File: src/rtl/opwait_tracker.sv
module opwait_tracker #(
  parameter int VM_W   = 4,
  parameter int EX_W   = 3,
  parameter int LG_W   = 5,
  parameter int OP_W   = 7,
  parameter int WAIT_OP = 12
) (
  input  logic            clk,
  input  logic            rst_n,
  input  logic            vm_issue,
  input  logic            vm_done,
  input  logic            ex_issue,
  input  logic            ex_done,
  input  logic            lg_issue,
  input  logic            lg_done,
  input  logic            req_valid,
  input  logic [OP_W-1:0] req_op,
  input  logic [15:0]     req_imm,
  output logic            stall,
  output logic [VM_W-1:0] vm_count,
  output logic [EX_W-1:0] ex_count,
  output logic [LG_W-1:0] lg_count
);

  localparam logic [VM_W-1:0] VM_FULL = '1;
  localparam logic [EX_W-1:0] EX_FULL = '1;
  localparam logic [LG_W-1:0] LG_FULL = '1;

  logic [VM_W-1:0] vm_q, vm_n;
  logic [EX_W-1:0] ex_q, ex_n;
  logic [LG_W-1:0] lg_q, lg_n;
  logic [3:0] vm_lim_q, vm_lim;
  logic [2:0] ex_lim_q, ex_lim;
  logic [4:0] lg_lim_q, lg_lim;
  logic wait_q, accept, met;
  logic unused_imm;

  assign vm_n = (vm_issue && !vm_done && vm_q != VM_FULL) ? vm_q + 1'b1 :
                (vm_done && !vm_issue && vm_q != '0)      ? vm_q - 1'b1 : vm_q;
  assign ex_n = (ex_issue && !ex_done && ex_q != EX_FULL) ? ex_q + 1'b1 :
                (ex_done && !ex_issue && ex_q != '0)      ? ex_q - 1'b1 : ex_q;
  assign lg_n = (lg_issue && !lg_done && lg_q != LG_FULL) ? lg_q + 1'b1 :
                (lg_done && !lg_issue && lg_q != '0)      ? lg_q - 1'b1 : lg_q;

  assign accept = req_valid && (req_op == OP_W'(WAIT_OP)) && !wait_q;

  assign vm_lim = accept ? req_imm[3:0]  : vm_lim_q;
  assign ex_lim = accept ? req_imm[6:4]  : ex_lim_q;
  assign lg_lim = accept ? req_imm[12:8] : lg_lim_q;
  assign unused_imm = ^{req_imm[15:13], req_imm[7]};

  assign met = (vm_lim == 4'hF || 32'(vm_n) <= 32'(vm_lim)) &&
               (ex_lim == 3'h7 || 32'(ex_n) <= 32'(ex_lim)) &&
               (lg_lim == 5'h1F || 32'(lg_n) <= 32'(lg_lim));

  always_ff @(posedge clk or negedge rst_n) begin
    if (!rst_n) begin
      vm_q <= '0;
      ex_q <= '0;
      lg_q <= '0;
    end else begin
      vm_q <= vm_n;
      ex_q <= ex_n;
      lg_q <= lg_n;
    end
  end

  always_ff @(posedge clk or negedge rst_n) begin
    if (!rst_n) begin
      vm_lim_q <= 4'hF;
      ex_lim_q <= 3'h7;
      lg_lim_q <= 5'h1F;
      wait_q   <= 1'b0;
    end else begin
      if (accept) begin
        vm_lim_q <= req_imm[3:0];
        ex_lim_q <= req_imm[6:4];
        lg_lim_q <= req_imm[12:8];
      end
      wait_q <= (accept || wait_q) && !met;
    end
  end

  assign stall    = wait_q;
  assign vm_count = vm_q;
  assign ex_count = ex_q;
  assign lg_count = lg_q;

endmodule

File: config.mk
export PLATFORM = sky130hd
export DESIGN_NAME = opwait_tracker
export DESIGN_NICKNAME = d
export VERILOG_FILES = /design/src/rtl/opwait_tracker.sv
export SDC_FILE = /design/constraint.sdc
export NUM_CORES = 1
export LEC_CHECK = 0
export ABC_AREA = 1
export BUFFER_PORTS_ARGS = -buffer_cell sky130_fd_sc_hd__buf_4
export CORE_UTILIZATION = 35
export DETAILED_ROUTE_END_ITERATION = 12
export PLACE_DENSITY = 0.58
export SETUP_SLACK_MARGIN = 0.5
export SLEW_MARGIN = 20
export SYNTH_ARGS = -nofsm -noshare
export SYNTH_HDL_FRONTEND = slang
export SYNTH_SLANG_ARGS = --single-unit
export TNS_END_PERCENT = 10
File: constraint.sdc
create_clock -name clk -period 4.9 [get_ports clk]
set_clock_uncertainty 0.15 [all_clocks]
set_input_delay 0.245 -clock clk [delete_from_list [all_inputs] [get_ports clk]]
set_output_delay 0.245 -clock clk [all_outputs]
set_load 0.02 [all_outputs]
### Word-level counts from Yosys, hierarchy flattened

Cells that the tools add are included.

* register bits after elaboration: 25
* input bits: 32

* add/sub/neg operators: 6
* muxes and demuxes: 9
* reduce and logical (&&, ||, !) cells: 32
* equal/unequal tests: 7
* magnitude comparators: 3

Operators by type and width (number)
* 1-bit logical AND: 17
* 5-bit two-way mux: 3
* 4-bit two-way mux: 3
* 3-bit two-way mux: 3
* 1-bit zero test: 8
* 7-bit by 4-bit == test with 1-bit output, second input constant: 1
* 5-bit by 1-bit adder with 5-bit output, second input constant: 1
* 5-bit == test, second input constant: 1
* 5-bit less-or-equal comparator: 1
* 5-bit inequality test, second input constant: 1
* 5-bit nonzero test: 1
* 5-bit by 1-bit subtractor with 5-bit output, second input constant: 1
* 4-bit by 1-bit adder with 4-bit output, second input constant: 1
* 4-bit == test, second input constant: 1
* 4-bit less-or-equal comparator: 1
* 1-bit logical OR: 4
* 4-bit inequality test, second input constant: 1
* 4-bit nonzero test: 1
* 4-bit by 1-bit subtractor with 4-bit output, second input constant: 1
* 3-bit by 1-bit adder with 3-bit output, second input constant: 1
* 3-bit == test, second input constant: 1
* 3-bit less-or-equal comparator: 1
* 3-bit inequality test, second input constant: 1
* 3-bit nonzero test: 1
* 3-bit by 1-bit subtractor with 3-bit output, second input constant: 1

### Depth between registers and ports, before layout

Gate-level depths: netlist (run 1).

* word-level depth: 11
* depth in mapped cells: 17
* depth with buffers taken out: 17

### Worst setup path before layout (run 1)

No wires, ideal clock.

* kind: reg-to-reg
* start: register lg_q[0] (netlist: lg_count[0])
* end: register wait_q (netlist: stall)
* path slack: 2.374 ns
* stages on the path, launching flop included: 15
* buffers on the path: 0
* data arrival time: 2.256 ns
* period minus slack after synthesis: 2.526 ns
* cell sequence: dfrtp_1 > ha_1 > inv_1 > nor3_1 > ha_1 > nand3b_1 > o21ai_0 > nand2_1 > xor2_1 > ha_1 > a21oi_1 > nand3b_1 > nand3_1 > nand2_1 > a21oi_2

* word-level cells in the longest chain between the ends: 9
* elaborated cells between the ends (all ways): 13
* those cells by class: add/sub (2); order compare (1); eq/ne (1); mux (2); reduce/logical (7)

RTL lines
* start, declared: line 31 `logic [LG_W-1:0] lg_q, lg_n;`
* start signal, assigned: line 64 `lg_q <= lg_n;`
* parallel branches: the longest is 3 deep, another holds 5-bit by 1-bit subtractor with 5-bit output
* 5-bit two-way mux (*): line 42 `assign lg_n = (lg_issue && !lg_done && lg_q != LG_FULL) ? lg_q + 1'b1 :`
* net lg_n[2]: line 31
* 5-bit less-or-equal comparator (*): line 54 `(lg_lim == 5'h1F || 32'(lg_n) <= 32'(lg_lim));`
* 1-bit logical OR (*): line 54
* 1-bit logical AND (*): line 53 `(ex_lim == 3'h7 || 32'(ex_n) <= 32'(ex_lim)) &&`
* 1-bit zero test (*): line 80 `wait_q <= (accept || wait_q) && !met;`
* 1-bit logical AND (*): line 80
* end signal, assigned: line 80
* end, declared: line 35 `logic wait_q, accept, met;`

Mark *: on every way through the listed nets, which the timed path passes.

### Worst setup path in the final report (run 1)

* start: register lg_q[1] (netlist: lg_count[1])
* end: register wait_q (netlist: stall)

Same word-level chain as after synthesis.

==> flow_summary.ini, run 1 <==
[pwr]
p_sw_frac = 0.453
vdd_ir_drop_max_mv = 0.178
p_comb_frac = 0.577
clkPwrFrac = 0.113
power_frac_seq = 0.310
leakage_uw = 0.00123
power_density_nw_per_um2 = 472
switching_power_uw = 489
cell_internal_pwr_uw = 591
total_power_uw = 1080

[die]
die_h_um = 75.1
die-area_um2 = 5640
placementRows = 26
io_pins = 45
coreArea_um2 = 5140
dieWidth_um = 75.1
initial_core_util = 0.364

[drt]
via_per_inst = 4.35
drt_iter0_markers = 44
wirelength_mm = 3.49
firstDrtPassIters = 4
antenna_left = 0
via_count = 1575
drcViolationCount = 0
wire_per_inst_um = 9.63

[timing]
hold_viol_final = 0
setup_tns_ns = 0
finalSetupViolCount = 0
rsz0062_at_grt = no
maxSlewViolCount = 0
tightest_slew_ns = 0.414
min_period_over_period = 0.549
slew_headroom = 0.724
fmax_mhz = 372
fin_crit_ns = 2.69

[placement]
port_buffers = 40
place.gp.congestion = 0.811
dp_hpwl_mm = 2.77

[worst_setup_path]
r2r_start = lg_count[1]
cp.arrival_ns = 2.70
crit_type = reg2reg
rrSetupSlack_ns = 2.21
critPathCapture = stall
r2r_end = stall
crit_start = lg_count[1]
slowest_stage = dfrtp_1
required_ns = 4.91
crit_chain = ha_1 > inv_1 > nor3_1 > ha_1 > nand3b_1 > nand2_1 > nand2_1 > xor2_1 > ha_1 > a21oi_1 > nand3b_1 > nand3_1 > nand2_1 > a21oi_2
cp-start-kind = flop
ff2ff_path_depth = 14
crit_fanout = 6
max_stage_delay_ns = 0.43
cp-end-kind = flop

[logic_synthesis]
synth-compound-area-share = 0.0789
synth_flop_cell = dfrtp_1
synth_fa_ha_area_frac = 0.127
syn-cell-area_um2 = 1870
yosysSeqAreaShare = 0.342
ys_ff_latch = 25
synth_largest_area_cell = dfrtp_1
syn_nets = 300
synth_top_area_share = 0.174
postSynthCellCount = 249
yosys-top-cells-area = dfrtp_1 17%, dfstp_2 17%, ha_1 13%, nand2_1 11%, inv_1 10%
synth_xor_area_frac = 0.0328
synth_top_family_by_area = simple AND/OR/NAND/NOR gates
ys_types = 31
synth_edf_count = 0
yosys_warnings = 0
synth-simple-area-share = 0.291
async_flop_share = 1.00
synth.mux.area_fraction = 0
postSynthAreaPerCell_um2 = 7.52

[clock_tree]
insertion_delay_ns = 0.27
post_cts_buffers = 0
numCtsBuffers = 3
cts_max_path_buffers = 2
path_clk_slew_ns = 0.09
clock-root-buffer = clkbuf_8
cts_tree = yes
numClockSinks = 25
h-tree-depth = 1

[grt]
antenna_found_initial = 0
grt_overflow = 0
track_usage = 0.145
grt_max_degree = 26
first_global_vias = 1514
grt_first_pass_wirelength_mm = 6.35

[worst_hold_path]
hp-start = req_imm[3]
hold_path.class = in2reg

[cells_and_area]
drive_above_1_share = 0.277
nFillCells = 543
area_growth_syn_to_layout_pct = 22.3
antenna_cells = 0
seq_area_um2 = 641
multi_input_area_um2 = 991
fin_nets = 344

[run_status]
status = completed

[flow_run]
drv_cap = 0
-- cell usage after synthesis (4+ instances only) --
library cell  count
nand4_1           6
nand2_2           9
inv_2             4
a21oi_1           5
inv_1            52
nand2_1          55
dfstp_2          12
nand3_1          17
dfrtp_1          13
ha_1             19
nor2_1           15
o21ai_0           9
xor2_1            7
-- through the flow --
| step | std cells | hold slack, ns | setup WS, ns | utilization | area [µm²] |
|---|---|---|---|---|---|
| finish | 362 | 0.0508 | 2.21 | 0.445 | 2290 |
| global route | 362 | 0.0476 | 1.94 | 0.445 | 2290 |
| CTS | 362 | 0.0397 | 2.18 | 0.445 | 2290 |
| detailed placement | 357 | 0.0239 | 2.22 | 0.435 | 2230 |
| global placement | 357 | 0.0252 | 2.24 | 0.435 | 2230 |
| floorplan | 249 | -0.201 | 2.37 | - | 1870 |
-- sequential cells by signal (all words and copies together) (netlist names) --
register and flops:
stall 1, ex_lim_q 3, lg_lim_q 5, lg_count 5, vm_count 4, ex_count 3, vm_lim_q 4
-- placed cells by master, fill, tap and decap left out, types with 4 or more instances in the layout --
cell,Yosys,final
ha_1,19,19
buf_4,0,40
dfrtp_1,13,13
a21oi_1,5,5
nand2_1,55,55
o21ai_0,9,9
xor2_1,7,7
dfstp_2,12,12
nand2_2,9,9
nor2_1,15,15
inv_1,52,52
nand3_1,17,17
nand4_1,6,6
inv_2,4,4
-- per-layer routing --
layer  share of wire  vias up  GRT usage
li1                -      857          -
met1            0.49      696      0.185
met2            0.47       20      0.251
met3           0.032        2     0.0335
met4          0.0054        0     0.0329
met5               0        -          0
-- worst max-delay path: cells and delay by family, from the launching register on --
family                     cells  cell delay [ns]
and+or+nand+nor                7             0.88
buffers and inverters          1             0.06
DFF                            1             0.43
adders and majority gates      3             0.70
AOI/OAI and AO/OA              2             0.20
xor gates and xnor gates       1             0.16
-- logic make-up after synthesis --
group / count (synthesis)
simple gates: 116
buf+inv: 59
xor+xnor: 7
flops: 25
fa+ha+maj: 19
compound gates: 23
-- worst min-delay path by stage --
stage               cells past startpoint  slack, ns           to
floorplan                               0      -0.20  ex_count[0]
global placement                        1       0.03  lg_count[3]
detailed placement                      1       0.02  lg_count[3]
CTS                                     3       0.04  vm_lim_q[2]
global route                            3       0.05  vm_lim_q[2]
finish                                  3       0.05  vm_lim_q[3]
-- power groups by stage --
stage | logic [µW] | clock network, µW | registers [µW]
after floorplan | 382 | 0 | 394
after global placement | 620 | 0 | 340
after detailed placement | 628 | 0 | 340
after CTS | 633 | 130 | 336
after global routing | 725 | 139 | 347
final | 623 | 122 | 334
-- layout make-up --
| class | count | area share |
|---|---|---|
| tap | 70 | 0.0383 |
| sequential | 25 | 0.280 |
| inverter | 57 | 0.0935 |
| timing repair buffer | 41 | 0.136 |
| clock buffer | 4 | 0.0197 |
| multi-input combinational | 165 | 0.433 |
-- what timing repair did --
item,CTS,global route
hold buffers,1,0
endpoints found under the hold margin,13,0
gates resized for setup,0,0
(Power assumes the default switching activity.)
==> inputs of run 2 (changes only) <==
Clock period 4.9 ns to 2.8 ns, I/O delays scaled along.
==> run 2 against run 1 <==
Net effect:
- worst setup slack worse by 2.0 ns
- die area stayed put
- wire length is 3.0% higher
- utilization is 4.4 points higher
- critical endpoint unchanged
==> flow_summary.ini, run 2 (synthesis gave the netlist of run 1 again) <==
[die]
io_pins = 45
die-area_um2 = 5640
dieWidth_um = 75.1
placementRows = 26
initial_core_util = 0.364
coreArea_um2 = 5140
die_h_um = 75.1

[run_status]
status = completed

[cells_and_area]
final_cell_mix = 52 x nand2_1, 50 x inv_1, 50 x buf_4
drive_above_1_share = 0.345
nFillCells = 527
seq_area_um2 = 643
area_growth_syn_to_layout_pct = 34.3
fin_nets = 362
antenna_cells = 0
multi_input_area_um2 = 1050
final_common_cell = nand2_1

[pwr]
power_density_nw_per_um2 = 827
leakage_uw = 0.00131
clkPwrFrac = 0.105
p_sw_frac = 0.450
p_comb_frac = 0.613
switching_power_uw = 936
power_frac_seq = 0.282
vdd_ir_drop_max_mv = 0.580
cell_internal_pwr_uw = 1140

[grt]
grt_overflow = 0
first_global_vias = 1590
grt_max_degree = 26
grt_first_pass_wirelength_mm = 6.44
track_usage = 0.147
antenna_found_initial = 0

[drt]
drt_iter0_markers = 58
wirelength_mm = 3.59
firstDrtPassIters = 5
antenna_left = 0
via_count = 1631
via_per_inst = 4.29
drcViolationCount = 0
wire_per_inst_um = 9.45

[timing]
rsz0062_at_grt = yes
setup_tns_ns = 0
fmax_mhz = 389
hold_viol_final = 0
finalWorstSetupSlack_ns = 0.228
min_period_over_period = 0.918
finalSetupViolCount = 0
maxSlewViolCount = 0
fin_crit_ns = 2.57
slew_headroom = 0.787
tightest_slew_ns = 0.319

[worst_hold_path]
hold_path.class = in2reg

[placement]
dp_hpwl_mm = 2.75
dp_slack_ns = 0.214
place.gp.congestion = 0.794
port_buffers = 40

[clock_tree]
cts_max_path_buffers = 2
numCtsBuffers = 3
numClockSinks = 25
h-tree-depth = 1
clock-root-buffer = clkbuf_8
path_clk_slew_ns = 0.09
insertion_delay_ns = 0.27
cts_tree = yes

[worst_setup_path]
crit_type = reg2reg
slowest_stage = dfrtp_2
cp-start-kind = flop
max_stage_delay_ns = 0.43
crit_chain = ha_4 > inv_2 > nor3_2 > ha_2 > nand3b_1 > o21ai_1 > nand2_1 > xor2_2 > ha_1 > a21oi_2 > nand3b_1 > nand3_1 > nand2_2 > a21oi_2
cp.arrival_ns = 2.58
crit_family = simple AND/OR/NAND/NOR gates
cp.buffers_inverters = 1
cp-end-kind = flop
required_ns = 2.81
crit_fanout = 6

[flow_run]
drv_cap = 0
[run 2: worst reg2reg max path, delay by kind of cell (launching register included)]
family	cells	cell delay (ns)
adders and majority gates	3	0.67
buffers and inverters	1	0.05
and+or+nand+nor	6	0.67
DFF	1	0.43
AOI/OAI and AO/OA	3	0.35
xor gates and xnor gates	1	0.16
[run 2: cell type report]
cell class	count	area share
clock inverters	1	0.00299
clock buffers	3	0.0164
multi-input cells	165	0.420
well taps	70	0.0348
flip-flops and latches	25	0.256
inverters	57	0.0851
repair buffers	59	0.185
[run 2: metal layers]
layer / global-route usage / wire, µm
met1: 0.191 / 1860
met2: 0.259 / 1590
met3: 0.0321 / 128
met4: 0.0185 / 12
met5: 0 / 0
[run 2: path summary, 6_finish.rpt]
kind,startpoint,to,slack [ns],cells past startpoint
max,lg_count[1],stall,0.23,14
min reg2reg,vm_lim_q[2],vm_lim_q[2],0.34,2
min in group asynchronous,rst_n,lg_count[3],0.15,2
min,req_imm[12],lg_lim_q[4],0.04,4
max in group asynchronous,rst_n,ex_lim_q[0],2.06,2
max reg2reg,lg_count[1],stall,0.23,14
[run 2: metrics by stage]
step,utilization,total power [µW],std cells,hold WS (ns),cell area (µm²)
6_report,0.489,2080,380,0.0430,2510
5_1_grt,0.489,2330,380,0.0670,2510
4_1_cts,0.472,1980,375,0.0419,2420
3_5_place_dp,0.439,1710,358,-0.0911,2260
3_3_place_gp,0.439,1700,358,-0.0893,2260
2_1_floorplan,-,1370,249,-0.306,1890
[run 2: repair_timing]
action / in CTS / in global routing
hold endpoints to repair: 33 / 0
pin swaps: 0 / 7
setup endpoints to repair: 1 / 1
hold buffers: 9 / 0
setup buffers: 4 / 5
resized for setup: 0 / 12
[run 2: power by group through the flow]
stage               Sequential (µW)  Combinational (µW)  Clock [µW]
floorplan                       693                 679           0
global placement                602                1090           0
detailed placement              601                1110           0
CTS                             586                1170         225
global route                    605                1480         248
finish                          587                1270         217
